--- src/rtl/ptw_pkg.sv ---
package ptw_pkg;
  localparam int unsigned VADDR_BITS = 32;
  localparam int unsigned PAGE_OFF_BITS = 12;
  localparam int unsigned LEVEL_IDX_BITS = 10;
  localparam int unsigned ENTRY_SHIFT = 2;   // 4-byte entries
  localparam int unsigned FRAME_BITS = VADDR_BITS - PAGE_OFF_BITS;

  typedef enum logic [2:0] {
    WS_IDLE     = 3'd0,
    WS_FETCH_L1 = 3'd1,
    WS_WAIT_L1  = 3'd2,
    WS_FETCH_L2 = 3'd3,
    WS_WAIT_L2  = 3'd4,
    WS_DONE     = 3'd5
  } walk_state_t;
endpackage

--- src/rtl/ptw_entry_addr.sv ---
module ptw_entry_addr #(
  parameter int ADDR_W    = 32,
  parameter int PG_OFF_W  = 12,
  parameter int TBL_IDX_W = 10,
  parameter int PTE_SHIFT = 2,
  localparam int FRAME_W  = ADDR_W - PG_OFF_W
) (
  input  logic                 second_lvl,
  input  logic [ADDR_W-1:0]    root_base,
  input  logic [FRAME_W-1:0]   table_frame,
  input  logic [TBL_IDX_W-1:0] idx_top,
  input  logic [TBL_IDX_W-1:0] idx_mid,
  output logic [ADDR_W-1:0]    entry_addr
);
  logic [TBL_IDX_W-1:0] idx_sel;
  logic [ADDR_W-1:0]    base_sel;

  always_comb begin
    if (second_lvl) begin
      idx_sel  = idx_mid;
      base_sel = {table_frame, {PG_OFF_W{1'b0}}};
    end else begin
      idx_sel  = idx_top;
      base_sel = root_base;
    end
    entry_addr = base_sel + (ADDR_W'(idx_sel) << PTE_SHIFT);
  end
endmodule

--- src/rtl/ptw_walk_fsm.sv ---
module ptw_walk_fsm
  import ptw_pkg::*;
(
  input  logic        clk,
  input  logic        rst_n,
  input  logic        req_valid,
  input  logic        rd_valid,
  input  logic        entry_ok,
  input  logic        res_ack,
  output walk_state_t state_q,
  output logic        take_req,
  output logic        load_l1,
  output logic        load_res
);
  walk_state_t state_d;

  always_comb begin
    state_d = state_q;
    case (state_q)
      WS_IDLE:     if (req_valid) state_d = WS_FETCH_L1;
      WS_FETCH_L1: state_d = WS_WAIT_L1;
      WS_WAIT_L1:  if (rd_valid) state_d = entry_ok ? WS_FETCH_L2 : WS_DONE;
      WS_FETCH_L2: state_d = WS_WAIT_L2;
      WS_WAIT_L2:  if (rd_valid) state_d = WS_DONE;
      WS_DONE:     if (res_ack) state_d = WS_IDLE;
      default:     state_d = WS_IDLE;
    endcase
  end

  always_comb begin
    take_req = (state_q == WS_IDLE) && req_valid;
    load_l1  = (state_q == WS_WAIT_L1) && rd_valid && entry_ok;
    load_res = ((state_q == WS_WAIT_L1) && rd_valid && !entry_ok) ||
               ((state_q == WS_WAIT_L2) && rd_valid);
  end

  always_ff @(posedge clk or negedge rst_n) begin
    if (!rst_n) state_q <= WS_IDLE;
    else        state_q <= state_d;
  end
endmodule

--- src/rtl/ptw_result_reg.sv ---
module ptw_result_reg #(
  parameter int PPN_W = 20
) (
  input  logic             clk,
  input  logic             rst_n,
  input  logic             load,
  input  logic [PPN_W-1:0] ppn_d,
  input  logic             fault_d,
  input  logic             lvl_d,
  output logic [PPN_W-1:0] ppn_q,
  output logic             fault_q,
  output logic             lvl_q
);
  always_ff @(posedge clk or negedge rst_n) begin
    if (!rst_n) begin
      ppn_q   <= '0;
      fault_q <= 1'b0;
      lvl_q   <= 1'b0;
    end else if (load) begin
      ppn_q   <= ppn_d;
      fault_q <= fault_d;
      lvl_q   <= lvl_d;
    end
  end
endmodule

--- src/rtl/ptw_walker.sv ---
module ptw_walker
  import ptw_pkg::*;
#(
  parameter int ADDR_W    = VADDR_BITS,
  parameter int PG_OFF_W  = PAGE_OFF_BITS,
  parameter int TBL_IDX_W = LEVEL_IDX_BITS,
  parameter int PTE_SHIFT = ENTRY_SHIFT,
  localparam int FRAME_W  = ADDR_W - PG_OFF_W,
  localparam int TOP_LSB  = ADDR_W - TBL_IDX_W,
  localparam int MID_LSB  = PG_OFF_W
) (
  input  logic               clk,
  input  logic               rst_n,
  input  logic [ADDR_W-1:0]  root_base,
  input  logic               req_valid,
  input  logic [ADDR_W-1:0]  req_vaddr,
  output logic               req_ready,
  output logic               mem_rd_en,
  output logic [ADDR_W-1:0]  mem_rd_addr,
  input  logic               mem_rd_valid,
  input  logic [ADDR_W-1:0]  mem_rd_data,
  output logic               res_valid,
  output logic [FRAME_W-1:0] res_ppn,
  output logic               res_fault,
  output logic               res_fault_lvl,
  input  logic               res_ack,
  output logic               busy
);
  walk_state_t          state_q;
  logic                 take_req, load_l1, load_res;
  logic [ADDR_W-1:0]    root_q;
  logic [TBL_IDX_W-1:0] idx_top_q, idx_mid_q;
  logic [FRAME_W-1:0]   l1_frame_q;
  logic                 entry_ok;
  logic [FRAME_W-1:0]   ppn_d;
  logic                 lvl_d;
  logic [PG_OFF_W+PG_OFF_W-2:0] unused_bits;

  assign entry_ok    = mem_rd_data[0];
  assign unused_bits = {req_vaddr[PG_OFF_W-1:0], mem_rd_data[PG_OFF_W-1:1]};

  ptw_walk_fsm u_fsm (
    .clk      (clk),
    .rst_n    (rst_n),
    .req_valid(req_valid),
    .rd_valid (mem_rd_valid),
    .entry_ok (entry_ok),
    .res_ack  (res_ack),
    .state_q  (state_q),
    .take_req (take_req),
    .load_l1  (load_l1),
    .load_res (load_res)
  );

  // request capture: root and both indices frozen at acceptance
  always_ff @(posedge clk or negedge rst_n) begin
    if (!rst_n) begin
      root_q    <= '0;
      idx_top_q <= '0;
      idx_mid_q <= '0;
    end else if (take_req) begin
      root_q    <= root_base;
      idx_top_q <= req_vaddr[TOP_LSB +: TBL_IDX_W];
      idx_mid_q <= req_vaddr[MID_LSB +: TBL_IDX_W];
    end
  end

  // second-level table frame from a valid first-level entry
  always_ff @(posedge clk or negedge rst_n) begin
    if (!rst_n)       l1_frame_q <= '0;
    else if (load_l1) l1_frame_q <= mem_rd_data[ADDR_W-1:PG_OFF_W];
  end

  ptw_entry_addr #(
    .ADDR_W   (ADDR_W),
    .PG_OFF_W (PG_OFF_W),
    .TBL_IDX_W(TBL_IDX_W),
    .PTE_SHIFT(PTE_SHIFT)
  ) u_addr (
    .second_lvl (state_q == WS_FETCH_L2),
    .root_base  (root_q),
    .table_frame(l1_frame_q),
    .idx_top    (idx_top_q),
    .idx_mid    (idx_mid_q),
    .entry_addr (mem_rd_addr)
  );

  assign ppn_d = entry_ok ? mem_rd_data[ADDR_W-1:PG_OFF_W] : '0;
  assign lvl_d = (state_q == WS_WAIT_L2);

  ptw_result_reg #(.PPN_W(FRAME_W)) u_res (
    .clk    (clk),
    .rst_n  (rst_n),
    .load   (load_res),
    .ppn_d  (ppn_d),
    .fault_d(!entry_ok),
    .lvl_d  (lvl_d),
    .ppn_q  (res_ppn),
    .fault_q(res_fault),
    .lvl_q  (res_fault_lvl)
  );

  assign req_ready = (state_q == WS_IDLE);
  assign busy      = (state_q != WS_IDLE);
  assign mem_rd_en = (state_q == WS_FETCH_L1) || (state_q == WS_FETCH_L2);
  assign res_valid = (state_q == WS_DONE);
endmodule

--- config.mk ---
export PLATFORM = sky130hd
export DESIGN_NAME = ptw_walker
export DESIGN_NICKNAME = d
export VERILOG_FILES = /design/src/rtl/ptw_pkg.sv /design/src/rtl/ptw_entry_addr.sv /design/src/rtl/ptw_walk_fsm.sv /design/src/rtl/ptw_result_reg.sv /design/src/rtl/ptw_walker.sv
export SDC_FILE = /design/constraint.sdc
export NUM_CORES = 1
export LEC_CHECK = 0
export BUFFER_PORTS_ARGS = -buffer_cell sky130_fd_sc_hd__buf_2
export CAP_MARGIN = 20
export CORE_MARGIN = 10
export CORE_UTILIZATION = 57
export CTS_BUF_LIST = sky130_fd_sc_hd__clkbuf_16
export CTS_CLUSTER_SIZE = 16
export DETAILED_ROUTE_END_ITERATION = 6
export HOLD_SLACK_MARGIN = 0.1
export PLACE_DENSITY = 0.86
export SLEW_MARGIN = 15
export SYNTH_ARGS = -nofsm -noshare
export SYNTH_HDL_FRONTEND = slang
export SYNTH_HIERARCHICAL = 1
export SYNTH_SLANG_ARGS = --single-unit
--- constraint.sdc ---
create_clock -name clk -period 11.69 [get_ports clk]
set_input_delay 0.5845 -clock clk [delete_from_list [all_inputs] [get_ports clk]]
set_output_delay 0.5845 -clock clk [all_outputs]
set_load 0.05 [all_outputs]
==> impl_metrics.py, run 1 <==
metrics = {
    "cts": {
        "clkTransAtPathRegs_ns": 0.06,
        "cts_buffer_depth": 2,
        "cts_tree": "done",
        "htree_levels": 3,
        "post-cts-setup-buffer-count": 0,
        "cts-resized-gates": 0,
        "cts_root_buf": "clkbuf_16",
        "cts_sinks": 97,
        "clk_latency_ns": 0.35,
        "cts_buffers": 9,
        "holdBufCountCts": 0,
    },
    "sta": {
        "setup_viol": 0,
        "tightest_slew_ns": 1.016,
        "fin_crit_sh": 0.4642,
        "maxSlewHeadroom": 0.3228,
        "hold_violations": 0,
        "report.final.slew_viol_count": 0,
        "fin_tns_setup_ns": 0,
        "fin_skew_ns": 0.008787,
        "fmax_mhz": 184.3,
        "post-route-min-period_ns": 5.427,
        "grt_setup_unrepaired": "no",
        "final.setup.worst_slack_ns": 6.263,
    },
    "worst_setup_path": {
        "critPathCaptureType": "output port",
        "crit_chain": "and3b_2 > buf_4 > mux2_2 > ha_1 > inv_1 > fa_1 > nand2b_1 > a21oi_1 > o211ai_1 > a2111oi_2 > nand2b_1 > xor2_1 > buf_2",
        "crit_family": "compound AO/OA/AOI/OAI gates",
        "cpMostUsedCell": "nand2b_1",
        "worstSetupPathDepth": 13,
        "critical_path_class": "reg -> out",
        "cp_num_buf_inv": 3,
        "arrival_ns": 4.84,
        "cp_max_fo": 75,
        "critPathLaunchType": "flop",
        "cpPeakStageDelay_ns": 0.70,
        "ff2ff_path_depth": 3,
        "cp.required_ns": 11.11,
        "cpMaxStageDelayCell": "a2111oi_2",
    },
    "placement": {
        "routabilityCongestion": 0.8213,
        "hpwlAfterDp_um": 9978,
        "placed_cells": 704,
        "io_buffers": 135,
        "dp_slack_ns": 6.723,
    },
    "global_route": {
        "grt_pass1_vias": 4442,
        "use_met3": 0.06423,
        "top_usage_layer": "met2",
        "grt_pass1_wl_um": 22270,
        "grt_max_degree": 77,
        "use_met2": 0.3301,
        "met1_usage": 0.2203,
        "track_usage": 0.1921,
        "gr-total-overflow": 0,
        "antenna_found_initial": 0,
    },
    "layout": {
        "diodes": 0,
        "layout.cells.non_filler": 720,
        "nets": 694,
        "area_growth_syn_to_layout_pct": 16.71,
        "drive_above_1_share": 0.4566,
    },
    "detailed_routing": {
        "ant_nets": 0,
        "detailroute.via_count": 3976,
        "drt_iter0_drc": 239,
        "drcViolationCount": 0,
        "drt_wl_total_um": 13660,
        "dr.pass1.iters": 5,
        "wl_per_cell_um": 18.97,
        "avgViaCountPerCell": 5.522,
    },
    "yosys": {
        "syn_avg_cell_area_um2": 12.44,
        "synth_cell_types": 56,
        "synth.area.top_cells": "dfrtp_1 (43%), mux2_4 (13%), mux2_2 (11%)",
        "synth_ff_type": "dfrtp_1",
        "synthArstFlopShare": 1.000,
        "synth_nets": 566,
        "syn-cell-area_um2": 5647,
        "netlist_instances": 454,
        "synth_edf_count": 0,
        "ys_seq_elements": 97,
        "synth_most_common_cell": "dfrtp_1",
        "seq_area_frac_synth": 0.4299,
        "synth_top_area_cell": "dfrtp_1",
        "synthTopCellsByCount": "dfrtp_1 (97), mux2_2 (55), mux2_4 (50), and2_1 (23), a21oi_1 (22)",
        "ys_warn_count": 6,
        "synth_top_area_frac": 0.4299,
    },
    "floorplan": {
        "row_count": 36,
        "io_pins": 159,
        "die_area_um2": 14290,
        "die_y_um": 119.5,
        "die_width_um": 119.5,
        "coreArea_um2": 9729,
        "start_util": 0.5804,
    },
    "run_status": {
        "status": "completed",
    },
    "hold_path": {
        "hold_path.class": "in -> async",
    },
    "job": {
        "maxCapViolCount": 0,
    },
}
logic make-up (layout without fill, tap and decap cells):
logic type | Yosys count | after routing | share of synthesized area
multiplexers | 117 | 117 | 0.2639
adder cells (fa/ha/maj) | 11 | 11 | 0.02570
AO/OA/AOI/OAI | 58 | 58 | 0.07135
buffers and inverters | 28 | 161 | 0.04343
flip-flops | 97 | 97 | 0.4299
AND/OR/NAND/NOR | 115 | 115 | 0.1223
XOR/XNOR | 28 | 28 | 0.04343
final cells by class:
type                    instances  area (µm²)
fillers                       718        3139
multi-input cells             329        2982
flip-flops and latches         97        2427
repair buffers                138       700.7
clock buffers                   9       225.2
well taps                     133       166.4
clock inverters                 7       62.56
inverters                       7       26.28
metal layers:
layer  wire length, µm  share of wire
met3               946          0.069
met5                 0              0
met4               228          0.017
met2              6807           0.50
met1              5676           0.42
sequential cells by signal (all words and copies together) (netlist names):
name           cells
root_q            32
l1_frame_q        20
u_fsm/state_q      3
u_res/ppn_q       20
u_res/fault_q      1
u_res/lvl_q        1
idx_mid_q         10
idx_top_q         10
cells in the final DEF, fill, tap and decap left out, drive strengths merged, types with 7 or more instances in the layout:
cell	Yosys	final
nand3	9	9
nor2	14	14
o21ai	9	9
xor2	14	14
xnor2	14	14
dfrtp	97	97
ha	10	10
nor2b	20	20
nand2	17	17
buf	19	138
mux2	105	105
and2	23	23
mux2i	12	12
nand2b	7	7
clkbuf	2	9
a21oi	23	23
inv	7	8
a32oi	7	7
through the flow:
step / hold WS [ns] / instance area [µm²] / utilization
2_1_floorplan: 0.2889 / 5647 / -
3_3_place_gp: 0.4789 / 6302 / 0.6478
3_5_place_dp: 0.4843 / 6302 / 0.6478
4_1_cts: 0.1107 / 6590 / 0.6773
5_1_grt: 0.1273 / 6590 / 0.6773
6_report: 0.1107 / 6590 / 0.6773
final timing paths:
| kind | startpoint | to | slack (ns) |
|---|---|---|---|
| setup / recovery | u_fsm/state_q[0] | mem_rd_addr[28] | 6.26 |
| hold / removal | rst_n | idx_mid_q[3] | 0.11 |
| min in group clk | root_base[17] | root_q[17] | 0.46 |
| setup reg to reg | u_fsm/state_q[0] | l1_frame_q[14] | 9.41 |
| max in group asynchronous | rst_n | root_q[18] | 10.32 |
| hold reg to reg | root_q[9] | root_q[9] | 0.51 |
Power of run 1 is left out: the tool's default activity adds up to more than one toggle a clock period on the data nets, which glitch-free logic cannot reach.
==> inputs of run 2 (changes only) <==
- CORE_UTILIZATION: 57 -> 53
- PLACE_DENSITY: 0.86 -> 0.81
- clock period: 11.69 -> 5.1 ns (I/O delays scaled with it)
==> run 2 against run 1 <==
  * Die area grew 6.3%
  * Worst hold slack gained 0.014 ns
  * Flip-flop and latch count is the same
  * Sequential share of layout area shrank 0.33 points
  * Critical path depth shrank 2
  * Highest routed layer unchanged
  * Core utilization shrank 3.6 points
  * Cell count grew 0.83%
  * Via count shrank 0.35%
==> impl_metrics.py, run 2 (synthesis results as in run 1) <==
metrics = {
    "sta": {
        "tightest_slew_ns": 1.053,
        "report.final.slew_viol_count": 0,
        "fmax_mhz": 216.6,
        "grt_setup_unrepaired": "no",
        "fin_tns_setup_ns": 0,
        "worst_hold_slack_ns": 0.1246,
        "post-route-min-period_ns": 4.617,
        "setup_viol": 0,
        "fin_crit_sh": 0.9052,
        "hold_violations": 0,
        "maxSlewHeadroom": 0.2979,
        "fin_skew_ns": 0.003801,
    },
    "run_status": {
        "status": "completed",
    },
    "worst_setup_path": {
        "cp_max_fo": 21,
        "regToRegSetupSlack_ns": 2.74,
        "cpMostUsedCell": "o211ai_1",
        "crit_chain": "and3b_2 > buf_4 > mux2_2 > ha_1 > o211ai_1 > a21oi_1 > o211ai_1 > a2111oi_2 > nand2b_1 > xor2_1 > buf_2",
        "r2r-start": "u_fsm/state_q[0]",
        "startpoint": "u_fsm/state_q[0]",
        "cp.required_ns": 4.85,
        "r2r_end": "l1_frame_q[3]",
        "arrival_ns": 4.36,
        "critical_path_class": "reg -> out",
        "critPathLaunchType": "flop",
        "critPathCaptureType": "output port",
        "cpPeakStageDelay_ns": 0.68,
        "cp-endpoint": "mem_rd_addr[28]",
        "ff2ff_path_depth": 3,
        "cpMaxStageDelayCell": "a2111oi_2",
    },
    "layout": {
        "nets": 697,
        "final_common_cell": "buf_2",
        "largest_reg_flops": 32,
        "layout_common_cells": "buf_2 (134), dfrtp_1 (97), mux2_2 (55)",
        "area_growth_syn_to_layout_pct": 17.77,
        "drive_above_1_share": 0.4610,
        "finalInstanceArea_um2": 6650,
        "fill_cells": 829,
        "largest-register": "root_q",
        "diodes": 0,
        "layout.cells.non_filler": 726,
        "reg_top3": "root_q (32), l1_frame_q (20), u_res/ppn_q (20)",
    },
    "floorplan": {
        "start_util": 0.5445,
        "die_y_um": 123.2,
        "die_width_um": 123.2,
        "die_area_um2": 15180,
        "io_pins": 159,
        "coreArea_um2": 10370,
        "row_count": 37,
    },
    "global_route": {
        "antenna_found_initial": 1,
        "grt_pass1_vias": 4312,
        "grt_pass1_wl_um": 22170,
        "grt_max_degree": 53,
        "gr-total-overflow": 0,
        "track_usage": 0.1853,
    },
    "placement": {
        "io_buffers": 135,
        "placed_cells": 709,
        "routabilityCongestion": 0.8228,
        "placed_cell_area_um2": 6321,
        "hpwlAfterDp_um": 10230,
    },
    "cts": {
        "cts_buffer_depth": 2,
        "post-cts-setup-buffer-count": 0,
        "cts_tree": "done",
        "clk_latency_ns": 0.35,
        "htree_levels": 3,
        "cts_sinks": 97,
        "clkTransAtPathRegs_ns": 0.07,
        "cts_buffers": 9,
        "cts_root_buf": "clkbuf_16",
    },
    "detailed_routing": {
        "drt_iter0_drc": 201,
        "ant_nets": 0,
        "drt_wl_total_um": 13750,
        "wl_per_cell_um": 18.94,
        "detailroute.via_count": 3962,
        "dr.pass1.iters": 4,
        "drcViolationCount": 0,
        "avgViaCountPerCell": 5.457,
    },
    "job": {
        "maxCapViolCount": 0,
    },
    "hold_path": {
        "hold_path.class": "in -> reg",
    },
}
## run 2: cell types whose count changed in the layout (fill, tap and decap cells not counted)
cell	change
buf_4	+2
bufinv_16	+1
clkinv_1	-1
dlygate4sd3_1	+1
inv_1	-1
inv_6	+1
## run 2: worst max-delay path: cells and delay by family (launching register included)
kind / cells / cell delay, ns
AO/OA/AOI/OAI: 4 / 1.24
XOR/XNOR: 1 / 0.15
adder cells (fa/ha/maj): 1 / 0.36
buffers and inverters: 2 / 0.54
flip-flops: 1 / 0.62
multiplexers: 1 / 0.35
AND/OR/NAND/NOR: 2 / 0.72
## run 2: how the worst min path moves through the flow
stage,end,cells after the start,startpoint,slack [ns]
floorplan,idx_mid_q[0],0,rst_n,-0.04
global placement,idx_mid_q[4],1,rst_n,0.28
detailed placement,idx_top_q[4],1,rst_n,0.29
CTS,root_q[31],2,root_base[31],0.12
global route,root_q[17],2,root_base[17],0.12
finish,root_q[6],2,root_base[6],0.12
## run 2: per-stage QoR
stage	setup WS [ns]	util
after floorplan	0.6806	-
after global placement	0.9292	0.6096
after detailed placement	0.8495	0.6096
after CTS	0.4565	0.6413
after global routing	0.2175	0.6413
final	0.4834	0.6413
## run 2: metal layers
metal | GRT usage | up-vias | part of all wire
met5 | 0 | - | 0
met4 | 0.05095 | 0 | 0.013
met3 | 0.07976 | 14 | 0.082
met2 | 0.3016 | 119 | 0.50
met1 | 0.2198 | 1958 | 0.41
li1 | - | 1871 | -
## run 2: timing repair
action / 4_1_cts / 5_1_grt
endpoints found under the setup margin: 0 / 0
gates resized for setup: 0 / 0
hold buffers: 1 / 0
endpoints found under the hold margin: 46 / 0
## run 2: layout make-up
| cell class | instances | area, µm² | area share |
|---|---|---|---|
| timing repair buffer | 141 | 725.7 | 0.1091 |
| tap | 136 | 170.2 | 0.02559 |
| inverter | 7 | 26.28 | 0.003951 |
| multi-input combinational | 329 | 2982 | 0.4484 |
| clock inverter | 7 | 93.84 | 0.01411 |
| sequential | 97 | 2427 | 0.3650 |
| clock buffer | 9 | 225.2 | 0.03387 |
Power of run 2 is left out for the same reason.
==> inputs of run 3 (changes only) <==
- CELL_PAD_IN_SITES_DETAIL_PLACEMENT: unset -> 1
- CELL_PAD_IN_SITES_GLOBAL_PLACEMENT: unset -> 1
- CORE_ASPECT_RATIO: unset -> 0.6
- CORE_UTILIZATION: 53 -> 42
- PLACE_DENSITY: 0.81 -> unset
- PLACE_DENSITY_LB_ADDON: unset -> 0.1
==> run 3 against run 2 <==
  * Worst hold slack improved by 0.0041 ns
  * Core utilization decreased by 13 points
  * Wire length increased by 11%
  * Critical path type unchanged
  * First-iteration DRC count decreased by 12%
  * Global-route usage decreased by 2.3 points
  * Design area decreased by 0.15%
==> impl_metrics.py, run 3 (synthesis results as in run 1) <==
metrics = {
    "sta": {
        "fin_tns_setup_ns": 0,
        "fin_crit_sh": 0.9139,
        "fmax_mhz": 214.5,
        "maxSlewHeadroom": 0.2932,
        "setup_viol": 0,
        "hold_violations": 0,
        "grt_setup_unrepaired": "no",
        "report.final.slew_viol_count": 0,
        "fin_skew_ns": 0.01311,
        "post-route-min-period_ns": 4.661,
        "tightest_slew_ns": 1.060,
    },
    "detailed_routing": {
        "drcViolationCount": 0,
        "dr.pass1.iters": 4,
        "avgViaCountPerCell": 5.190,
        "detailroute.via_count": 3939,
        "drt_wl_total_um": 15260,
        "ant_nets": 0,
        "drt_iter0_drc": 177,
        "wl_per_cell_um": 20.11,
    },
    "layout": {
        "area_growth_syn_to_layout_pct": 17.59,
        "drive_above_1_share": 0.4584,
        "final_common_cell": "buf_2",
        "layout_common_cells": "buf_2 (134), dfrtp_1 (97), mux2_2 (55)",
        "reg_top3": "root_q (32), l1_frame_q (20), u_res/ppn_q (20)",
        "largest_reg_flops": 32,
        "nets": 696,
        "largest-register": "root_q",
        "diodes": 0,
    },
    "run_status": {
        "status": "completed",
    },
    "cts": {
        "cts_buffers": 9,
        "clkTransAtPathRegs_ns": 0.07,
        "cts_root_buf": "clkbuf_16",
        "cts_buffer_depth": 2,
        "htree_levels": 3,
        "cts_tree": "done",
        "clk_latency_ns": 0.35,
        "cts_sinks": 97,
        "post-cts-setup-buffer-count": 0,
    },
    "worst_setup_path": {
        "crit_family": "compound AO/OA/AOI/OAI gates",
        "critPathLaunchType": "flop",
        "crit_chain": "and3b_4 > buf_4 > mux2_2 > ha_1 > o21ai_0 > nor2_1 > o211ai_1 > a2111oi_2 > nand2b_1 > xor2_1 > buf_2",
        "cp.required_ns": 4.85,
        "regToRegSetupSlack_ns": 2.77,
        "cpMaxStageDelayCell": "a2111oi_2",
        "cpPeakStageDelay_ns": 0.67,
        "cp_max_fo": 22,
        "critPathCaptureType": "output port",
        "cp_num_buf_inv": 2,
        "arrival_ns": 4.41,
        "critical_path_class": "reg -> out",
    },
    "placement": {
        "hpwlAfterDp_um": 11570,
        "routabilityCongestion": 0.7572,
        "io_buffers": 135,
    },
    "global_route": {
        "gr-total-overflow": 0,
        "grt_pass1_wl_um": 23810,
        "antenna_found_initial": 1,
        "grt_max_degree": 53,
        "track_usage": 0.1621,
        "grt_pass1_vias": 4312,
    },
    "floorplan": {
        "coreArea_um2": 13010,
        "die_width_um": 169.7,
        "start_util": 0.4339,
        "die_y_um": 109.8,
        "io_pins": 159,
        "die_area_um2": 18630,
        "row_count": 32,
    },
    "hold_path": {
        "hold_path.class": "in -> reg",
    },
    "job": {
        "maxCapViolCount": 0,
    },
}
## run 3: cell count changes in the layout (fill, tap and decap cells not counted)
cell / change
bufinv_16: -2
and3b_2: -1
and3b_4: +1
buf_4: -1
clkinv_4: +1
inv_1: +1
## run 3: layer usage
metal,vias to the layer above,routed length (µm),GRT usage
li1,1873,-,-
met1,1963,7543,0.2140
met2,89,6679,0.2535
met3,12,941,0.05404
met4,2,88,0.03741
met5,-,7,0
## run 3: metrics by stage
step | util | cell area, µm² | cells | hold WS, ns | setup WS, ns
after CTS | 0.5101 | 6638 | 759 | 0.1212 | 0.2726
after floorplan | - | 5647 | 454 | -0.04059 | 0.6806
after global routing | 0.5103 | 6640 | 759 | 0.1220 | 0.02310
after detailed placement | 0.4885 | 6356 | 742 | 0.3099 | 0.6821
after global placement | 0.4885 | 6356 | 742 | 0.2960 | 0.8231
final | 0.5103 | 6640 | 759 | 0.1288 | 0.4390
## run 3: final timing paths
| kind | from | to | depth (start not counted) |
|---|---|---|---|
| setup / recovery | u_fsm/state_q[0] | mem_rd_addr[28] | 11 |
| hold / removal | req_vaddr[18] | idx_mid_q[6] | 2 |
| setup reg to reg | u_fsm/state_q[2] | u_res/ppn_q[7] | 4 |
| hold reg to reg | u_res/ppn_q[12] | u_res/ppn_q[12] | 1 |
| max in group asynchronous | rst_n | idx_top_q[9] | 3 |
| min in group asynchronous | rst_n | root_q[1] | 2 |
## run 3: area by class of cell
cell class,count,area (µm²)
Sequential cell,97,2427
Inverter,7,26.28
Tap cell,170,212.7
Multi-Input combinational cell,329,2984
Fill cell,1465,6372
Clock buffer,9,225.2
Clock inverter,7,46.29
Timing Repair Buffer,140,718.2
## run 3: what timing repair did
action	CTS	global route
hold buffers	1	0
hold endpoints to repair	45	0
setup endpoints to repair	0	2
resized for setup	0	1
Power of run 3 is left out for the same reason.
